**src/rtl/tw_pkg.sv**
```systemverilog
package tw_pkg;
  localparam int unsigned LONG_BITS  = 28;
  localparam int unsigned SHORT_BITS = 26;

  // Bit order matches the serial word, MSB first
  typedef struct packed {
    logic [3:0]  port;
    logic        test;
    logic        drv_off;
    logic        cp_hi;
    logic [2:0]  ref_sel;
    logic [16:0] ratio;
    logic        presc;
  } ctrl_t;
endpackage

```
**src/rtl/tw_sync.sv**
```systemverilog
module tw_sync #(
  parameter int unsigned STAGES = 2,
  parameter int unsigned N      = 3
) (
  input  logic         clk,
  input  logic         rst_n,
  input  logic [N-1:0] d,
  output logic [N-1:0] q
);
  logic [N-1:0] chain [STAGES];

  genvar s;
  generate
    for (s = 0; s < STAGES; s++) begin : g_stage
      always_ff @(posedge clk or negedge rst_n) begin
        if (!rst_n) chain[s] <= '0;
        else if (s == 0) chain[s] <= d;
        else chain[s] <= chain[(s == 0) ? 0 : s-1];
      end
    end
  endgenerate

  assign q = chain[STAGES-1];
endmodule

```
**src/rtl/tw_shifter.sv**
```systemverilog
module tw_shifter #(
  parameter int unsigned W = 28
) (
  input  logic         clk,
  input  logic         rst_n,
  input  logic         s_clk,
  input  logic         s_data,
  input  logic         s_en,
  output logic         word_ok,
  output logic         word_bad,
  output logic [W-1:0] word
);
  localparam int unsigned CNT_W = $clog2(W + 2);
  localparam logic [CNT_W-1:0] FULL = CNT_W'(W);
  localparam logic [CNT_W-1:0] OVER = CNT_W'(W + 1);

  logic             clk_q, en_q;
  logic [CNT_W-1:0] cnt;
  logic [W-1:0]     sr;
  logic             clk_rise, en_fall;

  assign clk_rise = s_clk & ~clk_q;
  assign en_fall  = ~s_en & en_q;

  always_ff @(posedge clk or negedge rst_n) begin
    if (!rst_n) begin
      clk_q <= 1'b0;
      en_q  <= 1'b0;
    end else begin
      clk_q <= s_clk;
      en_q  <= s_en;
    end
  end

  always_ff @(posedge clk or negedge rst_n) begin
    if (!rst_n) begin
      sr  <= '0;
      cnt <= '0;
    end else if (en_fall) begin
      cnt <= '0;
    end else if (s_en && clk_rise) begin
      sr  <= {sr[W-2:0], s_data};
      if (cnt != OVER) cnt <= cnt + 1'b1;
    end
  end

  always_ff @(posedge clk or negedge rst_n) begin
    if (!rst_n) begin
      word_ok  <= 1'b0;
      word_bad <= 1'b0;
      word     <= '0;
    end else begin
      word_ok  <= en_fall && (cnt == FULL);
      word_bad <= en_fall && (cnt != FULL);
      if (en_fall) word <= sr;
    end
  end


  idle_count_zero_chk: assert property (@(posedge clk) disable iff (!rst_n)
    (!s_en && !en_q) |-> (cnt == '0));


  count_bound_chk: assert property (@(posedge clk) disable iff (!rst_n)
    cnt <= OVER);


  verdict_excl_chk: assert property (@(posedge clk) disable iff (!rst_n)
    !(word_ok && word_bad));
endmodule

```
**src/rtl/tw_commit.sv**
```systemverilog
module tw_commit
  import tw_pkg::*;
(
  input  logic  clk,
  input  logic  rst_n,
  input  logic  word_ok,
  input  ctrl_t word_in,
  input  logic  div_wrap,
  output ctrl_t ctrl
);
  ctrl_t stage;
  logic  pend;

  always_ff @(posedge clk or negedge rst_n) begin
    if (!rst_n) begin
      stage <= '0;
      pend  <= 1'b0;
      ctrl  <= '0;
    end else if (word_ok) begin
      stage <= word_in;
      pend  <= 1'b1;
    end else if (pend && div_wrap) begin
      ctrl  <= stage;
      pend  <= 1'b0;
    end
  end


  hold_between_wraps_chk: assert property (@(posedge clk) disable iff (!rst_n)
    !div_wrap |=> $stable(ctrl));


  idle_no_pending_chk: assert property (@(posedge clk) disable iff (!rst_n)
    (!pend && !word_ok) |=> $stable(ctrl));
endmodule

```
**src/rtl/tw_ctrl_reg.sv**
```systemverilog
module tw_ctrl_reg
  import tw_pkg::*;
#(
  parameter bit          LONG_WORD = 1'b1,
  parameter int unsigned SYNC_STAGES = 2,
  localparam int unsigned W     = LONG_WORD ? LONG_BITS : SHORT_BITS,
  localparam int unsigned NPORT = W - 24
) (
  input  logic             clk,
  input  logic             rst_n,
  input  logic             bus_clk,
  input  logic             bus_data,
  input  logic             bus_en,
  input  logic             div_wrap,
  output logic [16:0]      div_ratio,
  output logic             presc_en,
  output logic [2:0]       ref_sel,
  output logic             cp_hi,
  output logic             drive_off,
  output logic             test_en,
  output logic [NPORT-1:0] port_bits,
  output logic             frame_err
);
  logic [2:0]   s_bus;
  logic         word_ok, word_bad;
  logic [W-1:0] word;
  ctrl_t        word_full, ctrl;
  logic         err_q;

  tw_sync #(.STAGES(SYNC_STAGES), .N(3)) sync_i (
    .clk(clk), .rst_n(rst_n),
    .d({bus_en, bus_data, bus_clk}),
    .q(s_bus)
  );

  tw_shifter #(.W(W)) shift_i (
    .clk(clk), .rst_n(rst_n),
    .s_clk(s_bus[0]), .s_data(s_bus[1]), .s_en(s_bus[2]),
    .word_ok(word_ok), .word_bad(word_bad), .word(word)
  );

  generate
    if (W == LONG_BITS) begin : g_long
      assign word_full = ctrl_t'(word);
    end else begin : g_short
      assign word_full = ctrl_t'({{(LONG_BITS - W){1'b0}}, word});
    end
  endgenerate

  tw_commit commit_i (
    .clk(clk), .rst_n(rst_n),
    .word_ok(word_ok), .word_in(word_full),
    .div_wrap(div_wrap), .ctrl(ctrl)
  );

  always_ff @(posedge clk or negedge rst_n) begin
    if (!rst_n) err_q <= 1'b0;
    else if (word_bad) err_q <= 1'b1;
  end

  assign div_ratio = ctrl.ratio;
  assign presc_en  = ctrl.presc;
  assign ref_sel   = ctrl.ref_sel;
  assign cp_hi     = ctrl.cp_hi;
  assign drive_off = ctrl.drv_off;
  assign test_en   = ctrl.test;
  assign port_bits = ctrl.port[NPORT-1:0];
  assign frame_err = err_q;


  err_sticky_chk: assert property (@(posedge clk) disable iff (!rst_n)
    frame_err |=> frame_err);
endmodule

```
**config.mk**
```make
export PLATFORM = sky130hd
export DESIGN_NAME = tw_ctrl_reg
export DESIGN_NICKNAME = d
export VERILOG_FILES = /design/src/rtl/tw_pkg.sv /design/src/rtl/tw_sync.sv /design/src/rtl/tw_shifter.sv /design/src/rtl/tw_commit.sv /design/src/rtl/tw_ctrl_reg.sv
export SDC_FILE = /design/constraint.sdc
export NUM_CORES = 1
export LEC_CHECK = 0
export BUFFER_PORTS_ARGS = -buffer_cell sky130_fd_sc_hd__buf_2
export CORE_UTILIZATION = 28
export DETAILED_ROUTE_END_ITERATION = 10
export PLACE_DENSITY = 0.39
export REMOVE_ABC_BUFFERS = 1
export SYNTH_ARGS = -nofsm -noshare
export SYNTH_HDL_FRONTEND = slang
export SYNTH_HIERARCHICAL = 1
export SYNTH_SLANG_ARGS = --single-unit
```
**constraint.sdc**
```tcl
create_clock -name clk -period 1.5 [get_ports clk]
set_input_delay 0.3 -clock clk [delete_from_list [all_inputs] [get_ports clk]]
set_output_delay 0.3 -clock clk [all_outputs]
set_load 0.02 [all_outputs]
```
# --- Yosys cells after proc, flatten, opt, wreduce, memory -nomap -nowiden ---
# Index checks and enable logic that the tools add are counted.
word_totals:
  register_bits: 129
  in_bits: 6
classes:
  add_sub_neg: 1
  n_eq_ne: 3
  mux: 5
  n_bitwise: 6
  n_reduce_logical: 10
op_table:
  columns: ["op", "count"]
  rows:
  - ["$mux 5", 3]
  - ["$ne 5x5->1 const B", 2]
  - ["$reduce_and 2->1", 3]
  - ["$reduce_bool 2->1", 3]
  - ["$add 5x1->5 const B", 1]
  - ["$eq 5x5->1 const B", 1]
  - ["$logic_and 1x1->1", 4]
  - ["$not 1->1", 4]
  - ["$and 1x1->1", 2]
  - ["$mux 1", 2]

# --- Logic depth before layout (Yosys ltp) ---
depth:
  depth_word: 5
  mapped_depth: 6

# --- Hierarchy ---
# Netlist, hierarchy kept.
modules_own_cells:
  columns: ["mod", "instances", "cells_each", "area_each_um2", "seq_area_each_um2"]
  rows:
  - ["tw_shifter", 1, 278, 2528.7, 1626.6]
  - ["tw_commit", 1, 122, 2214.6, 1426.4]
  - ["tw_sync", 1, 9, 172.7, 150.1]
  - ["tw_ctrl_reg", 1, 2, 31.3, 25.0]

# --- Worst setup path after synthesis ---
# No wires, ideal clock.
synth_timing:
  kind: "register to register"
  startpoint: "register shift_i.cnt[0]"
  endpoint: "register shift_i.cnt[3]"
  arrival_ps: 1164
  required_ps: 1421
  path_slack_ps: 256
  stages_incl_launch_ff: 5
  n_path_buf: 0
  cell_sequence: "dfrtp_1 -> ha_1 -> and4_1 -> nor3_1 -> mux2i_1"
synth_via:
  elab_chain_len: 4
  elab_cells_between_ends: 7
  cone_classes: "add/sub: 1; eq/ne: 1; mux: 3; reduce/logical: 2"
synth_lines:
  columns: ["item", "line_no", "rtl"]
  rows:
  - ["start: declaration", "tw_shifter.sv:18", "logic [CNT_W-1:0] cnt;"]
  - ["start signal: assignment", "tw_shifter.sv:43", "if (cnt != OVER) cnt <= cnt + 1'b1;"]
  - ["$add 5x1->5", "tw_shifter.sv:43", null]
  - ["$mux 5", "tw_shifter.sv:43", null]
  - ["$mux 5", "tw_shifter.sv:41", "end else if (s_en && clk_rise) begin"]
  - ["$mux 5", "tw_shifter.sv:39", "end else if (en_fall) begin"]
# Several ways; a longest one is shown, not always the timed one. The select of a mux whose other input is x is not followed.
# A chain may end at the register's enable or synchronous reset.

# --- Final worst setup path ---
layout_timing:
  startpoint: "register shift_i.cnt[1]"
  endpoint: "register shift_i.cnt[3]"
# Same word-level chain as after synthesis.

==> impl_metrics.ini <==
[routing]
vias_per_cell = 4.18
ant_nets = 0
drc = 0
num_vias = 2926
dr.pass1.iters = 4
route.detailed.wl_per_inst_um = 13.0
drt_iter0_markers = 147
wirelength_mm = 9.07

[die]
std_cell_rows = 48
die_x_um = 135
ios = 35
die_h_um = 135
core-area_um2 = 17300
initial_utilization = 0.286
die_area_um2 = 18200

[sta]
worst_slew_pin_slew_ns = 0.373
slew_headroom = 0.751
rsz0062_at_grt = no
setup-violations-final = 0
finalHoldViolCount = 0
skew_ns = 0.00538
min_period_ns = 1.39
worst_hold_slack_ns = 0.191
fmax_ghz = 0.717
finalWorstSetupSlack_ns = 0.106
post-route-period-util = 0.929
drv_slew = 0

[job]
max-cap-violations = 0

[setup_path]
worstPathArrival_ns = 1.73
worstSetupPathType = register to register
startpoint_type = register
critPathCaptureType = register
critPathMaxFanout = 4
required_ns = 1.84

[power]
vdd.ir_drop.worst_mv = 0.820
p_leak_nw = 3.33
design_power_total_mw = 8.27
power.density_nw_per_um2 = 1350

[logic_synthesis]
ys_types = 28
syn_inst = 411
yosysTopAreaCell = dfrtp_1
synth_edf_count = 0
postSynthRegisterBits = 129
synth-main-ff-cell = dfrtp_1
synth_common_cells = nand2_1, dfrtp_1, mux2_2, mux2_4, buf_2
synth.most_common_cell = nand2_1
avgSynthCellArea_um2 = 12.0
ys_seq_area_frac = 0.653
async_flop_share = 1.00
synth.top_cell.area_share = 0.653
netlist_area_um2 = 4950
ys.warnings.count = 6
synth_area_leaders = dfrtp_1, nand2_1, mux2_2

[final_layout]
fin_nets = 471
final_cells = 700
final_area_um2 = 6110
syn_to_final_growth_pct = 23.4
n_antenna_cell = 0
drive_gt1_frac = 0.291
fillCellCount = 1717

[clocking]
cts_resized = 0
numCtsBuffers = 17
cts-root-buf = clkbuf_16
clkTransAtPathRegs_ns = 0.06
cts_sinks = 129
clk_latency_ns = 0.41
clock_path_buffers = 2
post_cts.repair.setup_buffers = 0
cts_tree = built
cts-htree-levels = 4

[global_routing]
grt_pass1_wl_mm = 15.6
grt_max_degree = 36
grt_pass1_vias = 3103
grt_overflow = 0
grt_use_total = 0.113
grt_antenna_before_repair = 0

[placement]
port_buffers = 34
gp_congestion = 0.691
dpl-instance-area_um2 = 5450
dp_cells = 664
pre_cts_ws_ns = 0.133
dpl.hpwl_mm = 5.72

[status]
status = completed

[worst_hold_path]
hold_path_class = primary input to register
==> stage by stage <==
| step | setup TNS, ns | util |
|---|---|---|
| 5_1_grt | 0 | 0.353 |
| 2_1_floorplan | -17.71 | - |
| 4_1_cts | 0 | 0.353 |
| 3_5_place_dp | 0 | 0.315 |
| 6_report | 0 | 0.353 |
| 3_3_place_gp | 0 | 0.315 |
==> logic make-up (layout without fill, tap and decap cells) <==
family,after synthesis,count (layout),share of synthesized area
AND/OR/NAND/NOR,189,189,0.155
flip-flops,129,129,0.653
multiplexers,58,58,0.147
buffers and inverters,26,90,0.0314
AO/OA/AOI/OAI,6,6,0.00708
adder cells (fa/ha/maj),3,3,0.00759
==> sequential cells by signal (all words and copies together), names as in the netlist <==
name              cells
commit_i/ctrl        28
commit_i/pend         1
commit_i/stage       28
frame_err             1
shift_i/clk_q         1
shift_i/cnt           5
shift_i/en_q          1
shift_i/sr           28
shift_i/word         28
shift_i/word_bad      1
shift_i/word_ok       1
sync_i/chain          3
sync_i/q              3
==> per-layer routing <==
metal  wire, um  track usage  vias to the layer above
li1           -            -                     1429
met3        295       0.0387                       15
met4        163       0.0543                        0
met1       4600        0.150                     1444
met5          0            0                        -
met2       4010        0.165                       38
==> path summary, 6_finish.rpt <==
check	startpoint	to	slack (ns)	cells past startpoint
max in group asynchronous	rst_n	commit_i/ctrl[10]	0.61	3
min in group asynchronous	rst_n	sync_i/chain[4]	0.34	2
min	div_wrap	commit_i/pend	0.19	3
max reg2reg	shift_i/cnt[1]	shift_i/cnt[3]	0.11	5
min reg2reg	sync_i/chain[5]	sync_i/q[2]	0.35	0
max	shift_i/cnt[1]	shift_i/cnt[3]	0.11	5
==> cell usage in the layout, fill, tap and decap left out, types with 2 or more instances in the layout <==
cell type,n
clkinvlp_4,2
o21ai_0,2
ha_1,3
a21oi_1,2
buf_4,12
nand4_1,2
buf_12,5
bufinv_16,4
mux2_2,36
dfrtp_1,129
clkbuf_1,2
mux2_4,20
clkbuf_8,2
clkinv_2,5
nand3_1,5
mux2i_1,2
buf_2,33
nor3_1,2
dlygate4sd3_1,4
inv_1,4
nand2_1,170
clkbuf_16,17
==> worst max-delay path: stages (launching register included) <==
cell and delay (ns):
dfrtp_1 0.40, inv_1 0.08, ha_1 0.21, and4_1 0.18, nor3_1 0.24, mux2i_1 0.21
==> cell type report <==
type	instances	area (um^2)	share of cell area
multi-input cells	256	1570	0.257
flip-flops and latches	129	3230	0.529
repair buffers	54	395	0.0647
inverters	4	15.0	0.00246
clock inverters	11	160	0.0262
well taps	225	282	0.0461
clock buffers	21	460	0.0754
==> where the power goes <==
part,internal [mW],switching (mW),total [mW]
combinational,0.0967,0.185,0.282
clock,2.85,1.46,4.31
sequential,3.61,0.0806,3.69
total,6.55,1.72,8.27
==> what timing repair did <==
action                     in CTS  in global routing
setup endpoints to repair       0                  0
hold endpoints to repair       24                  0
hold buffers                    4                  0
No activity file was read; power rests on OpenSTA's default activity.
